--- src/rtl/hit_stamp_pkg.sv ---
package hit_stamp_pkg;
  localparam int unsigned DEF_TS_W   = 16;
  localparam int unsigned DEF_SLOTS  = 4;
  localparam int unsigned DEF_HALF_GROUP = 8;

  typedef enum logic {SCAN_IDLE = 1'b0, SCAN_RUN = 1'b1} scan_state_e;
endpackage

--- src/rtl/hit_time_counter.sv ---
module hit_time_counter #(
  parameter int unsigned TS_W = 16
) (
  input  logic            clk,
  input  logic            rst,
  input  logic            tick_i,
  input  logic            train_start_i,
  output logic [TS_W-1:0] cnt_o
);
  always_ff @(posedge clk) begin
    if (rst)                cnt_o <= '0;
    else if (train_start_i) cnt_o <= '0;
    else if (tick_i)        cnt_o <= cnt_o + TS_W'(1);
  end

  p_train_zero_r1: assert property (@(posedge clk) disable iff (rst)
    train_start_i |=> (cnt_o == '0));
  p_tick_step_r1: assert property (@(posedge clk) disable iff (rst)
    (tick_i && !train_start_i) |=> (cnt_o == TS_W'($past(cnt_o) + TS_W'(1))));
  p_hold_r1: assert property (@(posedge clk) disable iff (rst)
    (!tick_i && !train_start_i) |=> $stable(cnt_o));
endmodule

--- src/rtl/hit_pixel_slots.sv ---
module hit_pixel_slots #(
  parameter int unsigned TS_W  = 16,
  parameter int unsigned SLOTS = 4,
  localparam int unsigned SLOT_W = (SLOTS > 1) ? $clog2(SLOTS) : 1,
  localparam int unsigned FILL_W = $clog2(SLOTS + 1)
) (
  input  logic              clk,
  input  logic              rst,
  input  logic              wr_i,
  input  logic [TS_W-1:0]   ts_i,
  input  logic              clr_i,
  input  logic [SLOT_W-1:0] rd_slot_i,
  output logic [FILL_W-1:0] fill_o,
  output logic              ovf_o,
  output logic [TS_W-1:0]   rd_ts_o
);
  logic [TS_W-1:0] mem [SLOTS];
  logic            has_room;

  assign has_room = (fill_o < FILL_W'(SLOTS));

  always_ff @(posedge clk) begin
    if (wr_i && has_room) mem[fill_o[SLOT_W-1:0]] <= ts_i;
  end

  assign rd_ts_o = mem[rd_slot_i];

  always_ff @(posedge clk) begin
    if (rst || clr_i) begin
      fill_o <= '0;
      ovf_o  <= 1'b0;
    end else if (wr_i) begin
      if (has_room) fill_o <= fill_o + FILL_W'(1);
      else          ovf_o  <= 1'b1;
    end
  end

  p_fill_cap_r3: assert property (@(posedge clk) disable iff (rst)
    fill_o <= FILL_W'(SLOTS));
  p_ovf_sticky_r3: assert property (@(posedge clk) disable iff (rst)
    (ovf_o && !clr_i) |=> ovf_o);
  p_fill_inc_r2: assert property (@(posedge clk) disable iff (rst)
    (wr_i && !clr_i && has_room) |=> (fill_o == FILL_W'($past(fill_o) + FILL_W'(1))));
  p_ovf_only_full_r3: assert property (@(posedge clk) disable iff (rst)
    (!ovf_o && !clr_i && !(wr_i && !has_room)) |=> !ovf_o);
endmodule

--- src/rtl/hit_readout_scan.sv ---
module hit_readout_scan
  import hit_stamp_pkg::*;
#(
  parameter int unsigned TS_W   = 16,
  parameter int unsigned SLOTS  = 4,
  parameter int unsigned PIXELS = 16,
  localparam int unsigned SLOT_W = (SLOTS > 1) ? $clog2(SLOTS) : 1,
  localparam int unsigned FILL_W = $clog2(SLOTS + 1),
  localparam int unsigned PIX_W  = $clog2(PIXELS)
) (
  input  logic              clk,
  input  logic              rst,
  input  logic              start_i,
  input  logic              step_i,
  input  logic [FILL_W-1:0] cur_fill_i,
  input  logic [TS_W-1:0]   cur_ts_i,
  input  logic              cur_ovf_i,
  output logic [PIX_W-1:0]  ptr_o,
  output logic [SLOT_W-1:0] slot_o,
  output logic              busy_o,
  output logic              clr_o,
  output logic              valid_o,
  output logic [PIX_W-1:0]  pix_o,
  output logic [SLOT_W-1:0] wslot_o,
  output logic [TS_W-1:0]   ts_o,
  output logic              ovf_o,
  output logic              done_o
);
  scan_state_e state;
  logic empty, emit, last_slot, last_pix, leave_pix;

  assign busy_o    = (state == SCAN_RUN);
  assign empty     = (cur_fill_i == '0);
  assign emit      = busy_o && !empty && step_i;
  assign last_slot = (FILL_W'(slot_o) == cur_fill_i - FILL_W'(1));
  assign last_pix  = (ptr_o == PIX_W'(PIXELS - 1));
  assign leave_pix = busy_o && (empty || (emit && last_slot));
  assign clr_o     = leave_pix && last_pix;

  always_ff @(posedge clk) begin
    if (rst) begin
      state   <= SCAN_IDLE;
      ptr_o   <= '0;
      slot_o  <= '0;
      valid_o <= 1'b0;
      pix_o   <= '0;
      wslot_o <= '0;
      ts_o    <= '0;
      ovf_o   <= 1'b0;
      done_o  <= 1'b0;
    end else begin
      valid_o <= emit;
      if (emit) begin
        pix_o   <= ptr_o;
        wslot_o <= slot_o;
        ts_o    <= cur_ts_i;
        ovf_o   <= cur_ovf_i;
      end
      if (!busy_o) begin
        if (start_i) begin
          state  <= SCAN_RUN;
          ptr_o  <= '0;
          slot_o <= '0;
          done_o <= 1'b0;
        end
      end else if (leave_pix) begin
        slot_o <= '0;
        if (last_pix) begin
          state  <= SCAN_IDLE;
          done_o <= 1'b1;
        end else begin
          ptr_o <= ptr_o + PIX_W'(1);
        end
      end else if (emit) begin
        slot_o <= slot_o + SLOT_W'(1);
      end
    end
  end

  p_valid_after_step_r5: assert property (@(posedge clk) disable iff (rst)
    valid_o |-> ($past(step_i) && $past(busy_o)));
  p_empty_silent_r6: assert property (@(posedge clk) disable iff (rst)
    (busy_o && empty) |=> !valid_o);
  p_idle_silent_r6: assert property (@(posedge clk) disable iff (rst)
    !busy_o |=> !valid_o);
  p_done_idle_r7: assert property (@(posedge clk) disable iff (rst)
    done_o |-> !busy_o);
  p_done_on_finish_r7: assert property (@(posedge clk) disable iff (rst)
    (busy_o && clr_o) |=> (done_o && !busy_o));
endmodule

--- src/rtl/hit_stamp_ctrl.sv ---
module hit_stamp_ctrl
  import hit_stamp_pkg::*;
#(
  parameter int unsigned HALF_GROUP = DEF_HALF_GROUP,
  parameter int unsigned TS_W       = DEF_TS_W,
  parameter int unsigned SLOTS      = DEF_SLOTS,
  localparam int unsigned PIXELS = 2 * HALF_GROUP,
  localparam int unsigned PIX_W  = $clog2(PIXELS),
  localparam int unsigned SLOT_W = (SLOTS > 1) ? $clog2(SLOTS) : 1,
  localparam int unsigned FILL_W = $clog2(SLOTS + 1)
) (
  input  logic              clk,
  input  logic              rst,
  input  logic              tick_i,
  input  logic              train_start_i,
  input  logic              trigger_i,
  input  logic [PIXELS-1:0] fire_i,
  input  logic [PIXELS-1:0] mask_i,
  input  logic              ro_start_i,
  input  logic              ro_step_i,
  output logic              out_valid_o,
  output logic [PIX_W-1:0]  out_pix_o,
  output logic [SLOT_W-1:0] out_slot_o,
  output logic [TS_W-1:0]   out_ts_o,
  output logic              out_ovf_o,
  output logic              ro_busy_o,
  output logic              ro_done_o
);
  logic [TS_W-1:0]   now_ts;
  logic [PIX_W-1:0]  scan_ptr;
  logic [SLOT_W-1:0] scan_slot;
  logic              scan_busy, scan_clr;
  logic [FILL_W-1:0] fill_arr [PIXELS];
  logic [TS_W-1:0]   rdts_arr [PIXELS];
  logic [PIXELS-1:0] ovf_vec, wr_vec;

  hit_time_counter #(.TS_W(TS_W)) u_time (
    .clk(clk), .rst(rst), .tick_i(tick_i),
    .train_start_i(train_start_i), .cnt_o(now_ts)
  );

  for (genvar g = 0; g < PIXELS; g++) begin : g_pix
    assign wr_vec[g] = trigger_i && fire_i[g] && !mask_i[g] && !scan_busy;

    hit_pixel_slots #(.TS_W(TS_W), .SLOTS(SLOTS)) u_slots (
      .clk(clk), .rst(rst), .wr_i(wr_vec[g]), .ts_i(now_ts),
      .clr_i(scan_clr), .rd_slot_i(scan_slot),
      .fill_o(fill_arr[g]), .ovf_o(ovf_vec[g]), .rd_ts_o(rdts_arr[g])
    );

    p_mask_blocks_r4: assert property (@(posedge clk) disable iff (rst)
      (mask_i[g] && !scan_clr) |=> ($stable(fill_arr[g]) && $stable(ovf_vec[g])));
    p_busy_no_capture_r8: assert property (@(posedge clk) disable iff (rst)
      (scan_busy && !scan_clr) |=> ($stable(fill_arr[g]) && $stable(ovf_vec[g])));
    p_done_cleared_r7: assert property (@(posedge clk) disable iff (rst)
      (scan_busy && scan_clr) |=> (fill_arr[g] == '0 && !ovf_vec[g]));
  end

  hit_readout_scan #(.TS_W(TS_W), .SLOTS(SLOTS), .PIXELS(PIXELS)) u_scan (
    .clk(clk), .rst(rst), .start_i(ro_start_i), .step_i(ro_step_i),
    .cur_fill_i(fill_arr[scan_ptr]), .cur_ts_i(rdts_arr[scan_ptr]),
    .cur_ovf_i(ovf_vec[scan_ptr]),
    .ptr_o(scan_ptr), .slot_o(scan_slot), .busy_o(scan_busy), .clr_o(scan_clr),
    .valid_o(out_valid_o), .pix_o(out_pix_o), .wslot_o(out_slot_o),
    .ts_o(out_ts_o), .ovf_o(out_ovf_o), .done_o(ro_done_o)
  );

  assign ro_busy_o = scan_busy;

  p_start_busy_r7: assert property (@(posedge clk) disable iff (rst)
    (!scan_busy && ro_start_i) |=> ro_busy_o);
endmodule

--- config.mk ---
export PLATFORM = sky130hd
export DESIGN_NAME = hit_stamp_ctrl
export DESIGN_NICKNAME = d
export VERILOG_FILES = /design/src/rtl/hit_stamp_pkg.sv /design/src/rtl/hit_time_counter.sv /design/src/rtl/hit_pixel_slots.sv /design/src/rtl/hit_readout_scan.sv /design/src/rtl/hit_stamp_ctrl.sv
export SDC_FILE = /design/constraint.sdc
export NUM_CORES = 1
export LEC_CHECK = 0
export BUFFER_PORTS_ARGS = -buffer_cell sky130_fd_sc_hd__buf_4
export CORE_MARGIN = 3
export CORE_UTILIZATION = 50
export DETAILED_ROUTE_END_ITERATION = 7
export GPL_ROUTABILITY_DRIVEN = 0
export HOLD_SLACK_MARGIN = 0.15
export PLACE_DENSITY = 0.62
export RECOVER_POWER = 50
export SLEW_MARGIN = 20
export SYNTH_ARGS = -nofsm -noshare
export SYNTH_HDL_FRONTEND = slang
export SYNTH_HIERARCHICAL = 1
export SYNTH_SLANG_ARGS = --single-unit
--- constraint.sdc ---
create_clock -name clk -period 10.83 [get_ports clk]
set_clock_uncertainty 0.1 [all_clocks]
set_input_delay 2.166 -clock clk [delete_from_list [all_inputs] [get_ports clk]]
set_output_delay 2.166 -clock clk [all_outputs]
set_load 0.005 [all_outputs]
; ---- Word-level counts from Yosys, hierarchy flattened
; Memory sizes are Yosys's and may differ from the RTL's. A register that Yosys moved wholly into a read port is not among the register bits.
; Index checks and enable logic that the tools add are counted.
[classes]
bitwise_logic = 17
n_eq_ne = 6
muxes = 88
addsub = 20
n_reduce_logical = 127
n_lt_le_gt_ge = 18
[op_table]
columns = op, count
row1 = $mux 2, 36
row2 = $logic_and 1x1->1, 69
row3 = $reduce_and 2->1, 33
row4 = $bmux 16 s4, 1
row5 = $add 3x1->3 const B, 16
row6 = $lt 3x3->1 const B, 16
row7 = $mux 1, 41
row8 = $mux 16, 2
row9 = $logic_not 1->1, 18
row10 = $add 16x1->16 const B, 1
row11 = $mux 4, 4
row12 = $not 1->1, 16
row13 = $bmux 3 s4, 1
row14 = $mux 3, 2
row15 = $ne 2x2->1 const B, 3
row16 = $reduce_and 3->1, 2
row17 = $ge 5x5->1 const B, 1
row18 = $lt 4x5->1 const B, 1
row19 = $not 4->5, 1
row20 = $add 4x1->4 const B, 1
row21 = $bmux 1 s4, 1
row22 = $eq 4x4->1 const B, 1
row23 = $eq 2x3->1, 1
row24 = $logic_not 3->1, 1
row25 = other kinds (6), 7
[totals]
input_bits = 39
n_memories = 16
elab_cells = 334
register_bits = 112
ramBits = 1024
output_inout_bits = 26
[memory_table]
columns = memory, words, word_bits, rd, rd_clocked_by_memory_dff, write_ports, line_no
row1 = g_pix[0].u_slots.mem, 4, 16, 1, 1, 1, hit_pixel_slots.sv:17  ; logic [TS_W-1:0] mem [SLOTS];
row2 = g_pix[10].u_slots.mem, 4, 16, 1, 1, 1, hit_pixel_slots.sv:17
row3 = g_pix[11].u_slots.mem, 4, 16, 1, 1, 1, hit_pixel_slots.sv:17
row4 = g_pix[12].u_slots.mem, 4, 16, 1, 1, 1, hit_pixel_slots.sv:17
row5 = g_pix[13].u_slots.mem, 4, 16, 1, 1, 1, hit_pixel_slots.sv:17
row6 = g_pix[14].u_slots.mem, 4, 16, 1, 1, 1, hit_pixel_slots.sv:17
row7 = +10 memories, --, --, --, --, --, --

; ---- Longest topological paths before layout
; Gate-level depths: netlist of the first run.
[depth]
word_depth = 15
depth_mapped = 12
mapped_depth_nobuf = 10

; ---- Modules after synthesis
; Netlist of the first run, hierarchy kept.
[by_module_without_submodules]
columns = module, cells_each, n_inst, area_per_inst_um2
row1 = hit_pixel_slots, 107, 16, 2563.7
row2 = hit_stamp_ctrl, 189, 1, 2544.9
row3 = hit_readout_scan, 153, 1, 1310.0
row4 = hit_time_counter, 84, 1, 744.5

; ---- Worst setup path after synthesis of the first run
; No wires, ideal clock.
[synth_timing]
path_kind = in2reg
startpoint = in ro_step_i
endpoint = reg g_pix[0].u_slots.fill_o[0]
arrival_ps = 3942
setup_slack_ps = 6592
required_ps = 10535
path_buffers = 0
setup_time_ps = 195
cell_stages = 4
path_cell_list = and2_1 a41oi_4 nor2_2 nor3_1
[synth_via]
elab_chain_len = 6
[synth_lines]
columns = element, line_no
row1 = from (decl), hit_stamp_ctrl.sv:20  ; input logic ro_step_i,
row2 = $logic_and 1x1->1, hit_readout_scan.sv:34  ; assign emit = busy_o && !empty && step_i;
row3 = $logic_and 1x1->1, hit_readout_scan.sv:37  ; assign leave_pix = busy_o && (empty || (emit && last_slot));
row4 = $logic_or 1x1->1, hit_readout_scan.sv:37
row5 = $logic_and 1x1->1, hit_readout_scan.sv:37
row6 = $logic_and 1x1->1, hit_readout_scan.sv:38  ; assign clr_o = leave_pix && last_pix;
row7 = net scan_clr, hit_stamp_ctrl.sv:32  ; logic scan_busy, scan_clr;
row8 = $logic_or 1x1->1, hit_pixel_slots.sv:29  ; if (rst || clr_i) begin
row9 = to (signal assigned), hit_pixel_slots.sv:33  ; if (has_room) fill_o <= fill_o + FILL_W'(1);
row10 = to (decl), hit_pixel_slots.sv:13  ; output logic [FILL_W-1:0] fill_o,
; The timed path passes the listed nets, and every way through them passes these cells.
; A chain may end at the register's enable or synchronous reset.

==> results of run 1 <==
[synth_stat cells, types with 35 or more instances]
master	instances	area share
mux4_2	224	0.11
a21oi_1	65	0.0071
and2_1	67	0.0092
inv_1	36	0.0030
edfxtp_1	1024	0.67
buf_2	35	0.0038
mux4_1	112	0.065
nor3_1	67	0.0074
nand2_1	78	0.0064
dfxtp_1	112	0.049
ha_1	68	0.019
a22oi_1	40	0.0066
[layer usage]
metal	vias up	share of wire	wire (um)
met2	832	0.47	49900
met4	2	0.024	2500
met5	-	0.00065	69
met3	135	0.082	8690
li1	9136	-	-
met1	11700	0.42	44300
[path summary, 6_finish.rpt]
check | from | end | slack, ns | cells after the start
worst min-delay path | u_scan/ts_o[6] | u_scan/ts_o[6] | 0.36 | 2
worst max-delay path | rst | u_scan/ptr_o[2] | 4.33 | 5
worst max register to register | u_scan/ptr_o[0] | g_pix[5].u_slots/ovf_o | 5.46 | 12
worst min register to register | u_scan/ts_o[6] | u_scan/ts_o[6] | 0.36 | 2
[area by class of cell]
class	instances	area, um2	area share
Antenna cell	2	5.00	0.0000992
Tap cell	1176	1470	0.0292
Inverter	37	139	0.00275
Sequential cell	1136	33000	0.654
Clock buffer	137	2950	0.0584
Multi-Input combinational cell	863	11600	0.230
Clock inverter	77	703	0.0139
Timing Repair Buffer	80	578	0.0115
[power by group through the flow]
stage,sequential (mW),clock [mW],combinational [mW]
floorplan,4.84,0,0.139
global placement,4.85,0,0.185
detailed placement,4.86,0,0.186
CTS,4.76,3.92,0.187
global route,4.77,4.10,0.195
finish,4.77,3.84,0.184
[cells by family (layout without fill, tap and decap cells)]
group,count (synthesis),after routing
xor+xnor,23,23
compound gates,119,119
other cells,0,2
mux,358,358
buf+inv,139,331
fa+ha+maj,68,68
flops,1136,1136
simple gates,295,295
[worst min-delay path, delay by kind of cell, from the launching register on]
kind	cells	cell delay [ns]
DFF	1	0.31
and+or+nand+nor	1	0.05
AOI/OAI and AO/OA	1	0.05
[flip-flops by register name, summed over array words and instances (netlist names)]
name,cells
u_scan/wslot_o,2
u_scan/pix_o,4
u_scan/ts_o,16
u_scan/busy_o,1
u_scan/slot_o,2
g_pix.u_slots/fill_o,48
u_scan/ovf_o,1
g_pix.u_slots/mem,1024
u_scan/valid_o,1
u_scan/done_o,1
u_scan/ptr_o,4
u_time/cnt_o,16
g_pix.u_slots/ovf_o,16
==> impl_metrics.toml, run 1 <==
[status]
status = "finished with violations"
violations = "max-capacitance violations, max-slew violations"

[cts]
path_clk_slew_ns = 0.06
cts_resized = 0
cts_setup_buffers = 0
clkSinkCount = 1136
cts_tree = "done"
clk_latency_ns = 0.68
cts-root-buf = "clkbuf_16"
cts_made_buffers = 113
hold_buffers = 0
cts.path.max_buffers = 3
htreeDepth = 3

[placement]
dp.cells = 3291
place_ws_ns = 5.53
placed_area_um2 = 46900
portBuffers = 64
hpwl_um = 62400

[synth]
synth_mux_area_frac = 0.180
synth_fp_nets = 2245
synth_edf_count = 1024
ys_warn_count = 6
synth_area_per_cell_um2 = 21.3
synth_area_um2 = 45600
synthAdderAreaFrac = 0.0187
synthSimpleGateAreaFrac = 0.0349
syn_inst = 2138
synth_compound_area_frac = 0.0164
synth_ff_type = "edfxtp_1"
synth-async-reset-ratio = 0
synth_top_family_by_area = "multiplexers"
yosysSeqAreaShare = 0.723
synth_xor_area_frac = 0.00474
synth_cell_types = 48
synth_seq_cells = 1136

[pwr]
p_sw_frac = 0.199
pwr-share-seq = 0.542
total_power_mw = 8.79
power_switching_mw = 1.75
p_int_mw = 7.04
p_leak_nw = 16.2
peakVddDrop_mv = 0.129
combPwrFrac = 0.021
power_frac_clock = 0.437
pwr_density_cell_nw_per_um2 = 174

[global_route]
grt_first_pass_wirelength_um = 152000
grt_max_degree = 84
grt_pass1_vias = 21400
use_met1 = 0.328
use_met2 = 0.345
globalRoute.busiestLayer = "met2"
antenna_found_initial = 8
grt_remaining_overflow = 0
track_usage = 0.224
grtUsageMet3 = 0.0474

[min_path]
min_path_type = "reg -> reg"

[timing]
maxSlewViolCount = 1194
rsz0062_at_grt = "no"
timing_hold_violations_final = 0
fmax_mhz = 154
fin_setup_tns_ns = 0
min_period_over_period = 0.601
period_needed_ns = 6.50
worst_pin_slew_ns = 3.94
whs_ns = 0.364
maxSlewHeadroom = -1.63
setup_viol = 0
finalWorstSetupSlack_ns = 4.33

[setup_path]
crit_chain = "clkbuf_1 > clkbuf_1 > a21oi_1 > o311ai_1 > o41ai_1"
critical_path.slowest_cell = "clkbuf_1"
worst-path-buf-inv = 2
crit_top_cell = "clkbuf_1"
cp.required_ns = 11.13
startpoint_type = "input port"
endpoint_kind = "flop"
path_class = "in -> reg"
slowest_delay_ns = 2.81
worstPathMaxFanout = 83
crit_family = "buffers and inverters"
cp.arrival_ns = 6.81

[floorplan]
die_x_um = 308
core_area_um2 = 90300
chipHeight_um = 308
ioPinCount = 65
dieArea_um2 = 94900
rows = 110
initial_core_util = 0.505

[finish]
fin_cells = 3508
areaGrowthSynthToFinish_pct = 10.6
final_core_util = 0.559
final_cell_mix = "edfxtp_1 (1024), mux4_2 (224), clkbuf_16 (114)"
layout_commonest_cell = "edfxtp_1"
fillers = 6809
finalNetCount = 2338
drive_gt1_frac = 0.203
design_area_um2 = 50500

[route]
via_per_inst = 6.23
wire_per_inst_um = 30.1
first_pass_iters = 7
route.detailed.drc = 0
num_vias = 21900
first_iter_violations = 2240
totalWireLength_um = 105000
final_antenna_net_count = 0

[flow_run]
drv_cap = 17
No activity file was read; power rests on OpenSTA's default activity.
==> inputs of run 2 (changes only) <==
--- a/config.mk
+++ b/config.mk
@@ -11,7 +11,7 @@
 export DETAILED_ROUTE_END_ITERATION = 7
 export GPL_ROUTABILITY_DRIVEN = 0
 export HOLD_SLACK_MARGIN = 0.15
-export PLACE_DENSITY = 0.62
+export PLACE_DENSITY = 0.64
 export RECOVER_POWER = 50
 export SLEW_MARGIN = 20
 export SYNTH_ARGS = -nofsm -noshare
==> constraint.sdc (replaced) <==
create_clock -name clk -period 5.6 [get_ports clk]
set_clock_uncertainty 0.1 [all_clocks]
set_input_delay 1.12 -clock clk [delete_from_list [all_inputs] [get_ports clk]]
set_output_delay 1.12 -clock clk [all_outputs]
set_load 0.005 [all_outputs]
==> impl_metrics.toml, run 2 (synthesis results as in run 1) <==
[finish]
fillers = 6726
final_core_util = 0.561
design_area_um2 = 50700
regArea_um2 = 33000
final_cell_mix = "edfxtp_1 (1024), mux4_2 (224), clkbuf_16 (113)"
finalNetCount = 2348
drive_gt1_frac = 0.208
areaGrowthSynthToFinish_pct = 11.1
layout_commonest_cell = "edfxtp_1"
multi_input_area_um2 = 11600
largest_register_ffs = 1024

[global_route]
antenna_found_initial = 1
grt_remaining_overflow = 0
track_usage = 0.230
grt_max_degree = 71
grt_first_pass_wirelength_um = 157000
grt_pass1_vias = 21700

[route]
first_iter_violations = 2439
via_per_inst = 6.26
wire_per_inst_um = 30.6
route.detailed.drc = 0
num_vias = 22000
totalWireLength_um = 108000
final_antenna_net_count = 0
first_pass_iters = 5

[pwr]
pwr_density_cell_nw_per_um2 = 338
p_int_mw = 13.7
p_sw_frac = 0.199
power_frac_clock = 0.440
pwr-share-seq = 0.538
p_leak_nw = 16.3
combPwrFrac = 0.021
power_switching_mw = 3.40
peakVddDrop_mv = 0.293

[timing]
period_needed_ns = 4.51
rsz0062_at_grt = "no"
min_period_over_period = 0.806
timing_hold_violations_final = 0
fmax_mhz = 222
worst_pin_slew_ns = 3.56
maxSlewViolCount = 1076
setup_viol = 0
fin_setup_tns_ns = 0
finalWorstSetupSlack_ns = 1.09
maxSlewHeadroom = -1.37

[placement]
place_ws_ns = 1.40
portBuffers = 64
placed_area_um2 = 47000
hpwl_um = 64400

[setup_path]
startpoint_type = "flop"
ff2ff_setup_slack_ns = 1.09
cp.required_ns = 6.11
endpoint_kind = "flop"
path_class = "reg -> reg"
worstPathMaxFanout = 70
cp.arrival_ns = 5.03

[floorplan]
chipHeight_um = 308
rows = 110
initial_core_util = 0.505
core_area_um2 = 90300
ioPinCount = 65
die_x_um = 308
dieArea_um2 = 94900

[cts]
clk_latency_ns = 0.69
hold_buffers = 0
cts_tree = "done"
cts_setup_buffers = 0
cts.path.max_buffers = 3
cts-root-buf = "clkbuf_16"
clkSinkCount = 1136
htreeDepth = 3
cts_made_buffers = 112
cts_resized = 0
path_clk_slew_ns = 0.06

[status]
status = "finished with violations"
violations = "max-capacitance violations, max-slew violations"

[min_path]
min_path_type = "reg -> reg"

[flow_run]
drv_cap = 16
==> run 2: cell count changes in the layout (fill, tap and decap cells not counted), moves of 3 or more <==
cell / before / now
clkinv_4: 0 / 4
clkinv_1: 31 / 23
clkbuf_4: 21 / 18
buf_4: 50 / 55
buf_12: 0 / 6
clkinv_2: 24 / 20
clkinv_8: 3 / 0
==> run 2: area by class of cell <==
cell class,instances,area share
tap,1176,0.0290
sequential,1136,0.651
antenna,1,0.0000494
multi-input combinational,863,0.229
inverter,37,0.00274
clock inverter,72,0.0149
clock buffer,138,0.0583
timing repair buffer,91,0.0143
==> run 2: layer usage <==
layer	GRT usage	routed length, um	vias up
met3	0.0390	7860	124
li1	-	-	9156
met1	0.335	45600	11900
met2	0.366	52000	845
met5	0	0	-
met4	0.0584	2200	0
==> run 2: stage by stage <==
stage	hold WS, ns	power, mW	cells
3_3_place_gp	0.356	9.75	3302
6_report	0.368	17.1	3514
5_1_grt	0.394	17.6	3513
2_1_floorplan	0.353	9.62	2138
4_1_cts	0.368	17.2	3512
3_5_place_dp	0.353	9.76	3302
==> run 2: final timing paths <==
path | endpoint | cells after the start | from
min | u_scan/ts_o[9] | 2 | u_scan/ts_o[9]
max reg2reg | u_time/cnt_o[9] | 3 | u_time/cnt_o[3]
max | u_time/cnt_o[9] | 3 | u_time/cnt_o[3]
min reg2reg | u_scan/ts_o[9] | 2 | u_scan/ts_o[9]
==> run 2: power by group through the flow <==
stage | Clock, mW | Sequential, mW | Combinational (mW)
floorplan | 0 | 9.35 | 0.270
global placement | 0 | 9.38 | 0.365
detailed placement | 0 | 9.39 | 0.368
CTS | 7.66 | 9.21 | 0.370
global route | 8.01 | 9.21 | 0.389
finish | 7.53 | 9.21 | 0.368
==> run 2: worst max-delay path: stages (launching register included) <==
cell	delay, ns
dfxtp_1	2.61
nand4_1	0.84
or4_1	0.74
a21oi_1	0.15
==> inputs of run 3 (changes only) <==
==> constraint.sdc (replaced) <==
create_clock -name clk -period 4.12 [get_ports clk]
set_clock_uncertainty 0.1 [all_clocks]
set_input_delay 0.824 -clock clk [delete_from_list [all_inputs] [get_ports clk]]
set_output_delay 0.824 -clock clk [all_outputs]
set_load 0.005 [all_outputs]
==> impl_metrics.toml, run 3 (synthesis results as in run 1) <==
[status]
status = "finished with violations"
violations = "max-capacitance violations, max-slew violations"

[route]
met3_length_um = 8510
totalWireLength_um = 108000
first_pass_iters = 5
via_per_inst = 6.20
route.detailed.drc = 0
wire_per_inst_um = 30.0
wl_met2_um = 51900
wl_met1_um = 44800
num_vias = 22300
first_iter_violations = 2503
highest_layer = "met4"
final_antenna_net_count = 0

[floorplan]
rows = 110
core_area_um2 = 90300
dieArea_um2 = 94900
ioPinCount = 65
chipHeight_um = 308
die_x_um = 308
initial_core_util = 0.505

[global_route]
grt_remaining_overflow = 0
grt_first_pass_wirelength_um = 157000
grt_pass1_vias = 22500
grt_max_degree = 70
antenna_found_initial = 6
track_usage = 0.230

[finish]
areaGrowthSynthToFinish_pct = 12.4
finalNetCount = 2428
final_cell_mix = "edfxtp_1 (1024), mux4_2 (224), buf_4 (121)"
fin_cells = 3595
layout_commonest_cell = "edfxtp_1"
drive_gt1_frac = 0.233
largest_register_ffs = 1024

[pwr]
pwr-share-seq = 0.537
p_leak_nw = 16.7
power_frac_clock = 0.440
power_switching_mw = 4.63
pwr_density_cell_nw_per_um2 = 454
peakVddDrop_mv = 0.345
p_int_mw = 18.6
p_sw_frac = 0.199
combPwrFrac = 0.024

[cts]
htreeDepth = 3
clk_latency_ns = 0.68
cts_setup_buffers = 0
cts-root-buf = "clkbuf_16"
clkSinkCount = 1136
path_clk_slew_ns = 0.06
cts_tree = "done"
cts.path.max_buffers = 3
hold_buffers = 0
cts_resized = 0
cts_made_buffers = 112

[setup_path]
critical_path.slowest_cell = "and2_1"
worst-path-buf-inv = 1
ff2ff_path_depth = 5
crit_cells = 5
cp.required_ns = 4.31
crit_chain = "clkbuf_1 > nand2b_1 > nor3b_1 > nor2b_1 > and2_1"
cp.arrival_ns = 3.86
slowest_delay_ns = 0.93
worstPathMaxFanout = 16
crit_family = "simple AND/OR/NAND/NOR gates"
startpoint_type = "flop"
path_class = "reg -> reg"
endpoint_kind = "flop"

[timing]
maxSlewViolCount = 349
rsz0062_at_grt = "no"
period_needed_ns = 3.68
fin_setup_tns_ns = 0
min_period_over_period = 0.892
timing_hold_violations_final = 0
fmax_mhz = 272
worst_pin_slew_ns = 2.48
setup_viol = 0
maxSlewHeadroom = -0.652

[placement]
hpwl_um = 65100
dp.cells = 3383
portBuffers = 64

[min_path]
min_path_type = "reg -> reg"
whs_path_depth = 2

[flow_run]
drv_cap = 10
run 3: power by group through the flow:
| stage | Combinational [mW] | Clock (mW) | Sequential [mW] |
|---|---|---|---|
| 2_1_floorplan | 0.366 | 0 | 12.7 |
| 3_3_place_gp | 0.547 | 0 | 12.7 |
| 3_5_place_dp | 0.553 | 0 | 12.7 |
| 4_1_cts | 0.555 | 10.4 | 12.5 |
| 5_1_grt | 0.581 | 10.9 | 12.5 |
| 6_report | 0.548 | 10.2 | 12.5 |
run 3: final timing paths:
check	startpoint	to	slack, ns
setup / recovery	u_scan/busy_o	g_pix[15].u_slots/mem[3][0]	0.44
hold / removal	u_scan/pix_o[1]	u_scan/pix_o[1]	0.35
setup reg to reg	u_scan/busy_o	g_pix[15].u_slots/mem[3][0]	0.44
hold reg to reg	u_scan/pix_o[1]	u_scan/pix_o[1]	0.35
run 3: metal layers:
layer,vias up,global-route usage
met5,-,0
met3,143,0.0481
li1,9314,-
met1,11900,0.331
met2,867,0.368
met4,0,0.0526
run 3: final cells by class:
type / count / area [um2]
multi-input combinational: 863 / 11600
clock inverter: 70 / 699
sequential: 1136 / 33000
clock buffer: 140 / 3000
tap: 1176 / 1470
fill: 6701 / 39000
timing repair buffer: 171 / 1350
inverter: 37 / 139
antenna: 2 / 5.00
run 3: worst register-to-register path, cell delays in order (launching register included):
cell and delay [ns]:
dfxtp_1 0.29, clkbuf_1 0.26, nand2b_1 0.62, nor3b_1 0.64, nor2b_1 0.45, and2_1 0.93
run 3: metrics by stage:
stage	power [mW]	hold WS [ns]	utilization	setup slack, ns	instance area, um2
final	23.3	0.355	0.568	0.445	51300
after global routing	24.0	0.367	0.568	0.303	51300
after CTS	23.5	0.315	0.569	0.738	51400
after detailed placement	13.3	0.353	0.528	0.597	47700
after global placement	13.3	0.356	0.528	0.631	47700
after floorplan	13.1	0.353	-	0.165	45600
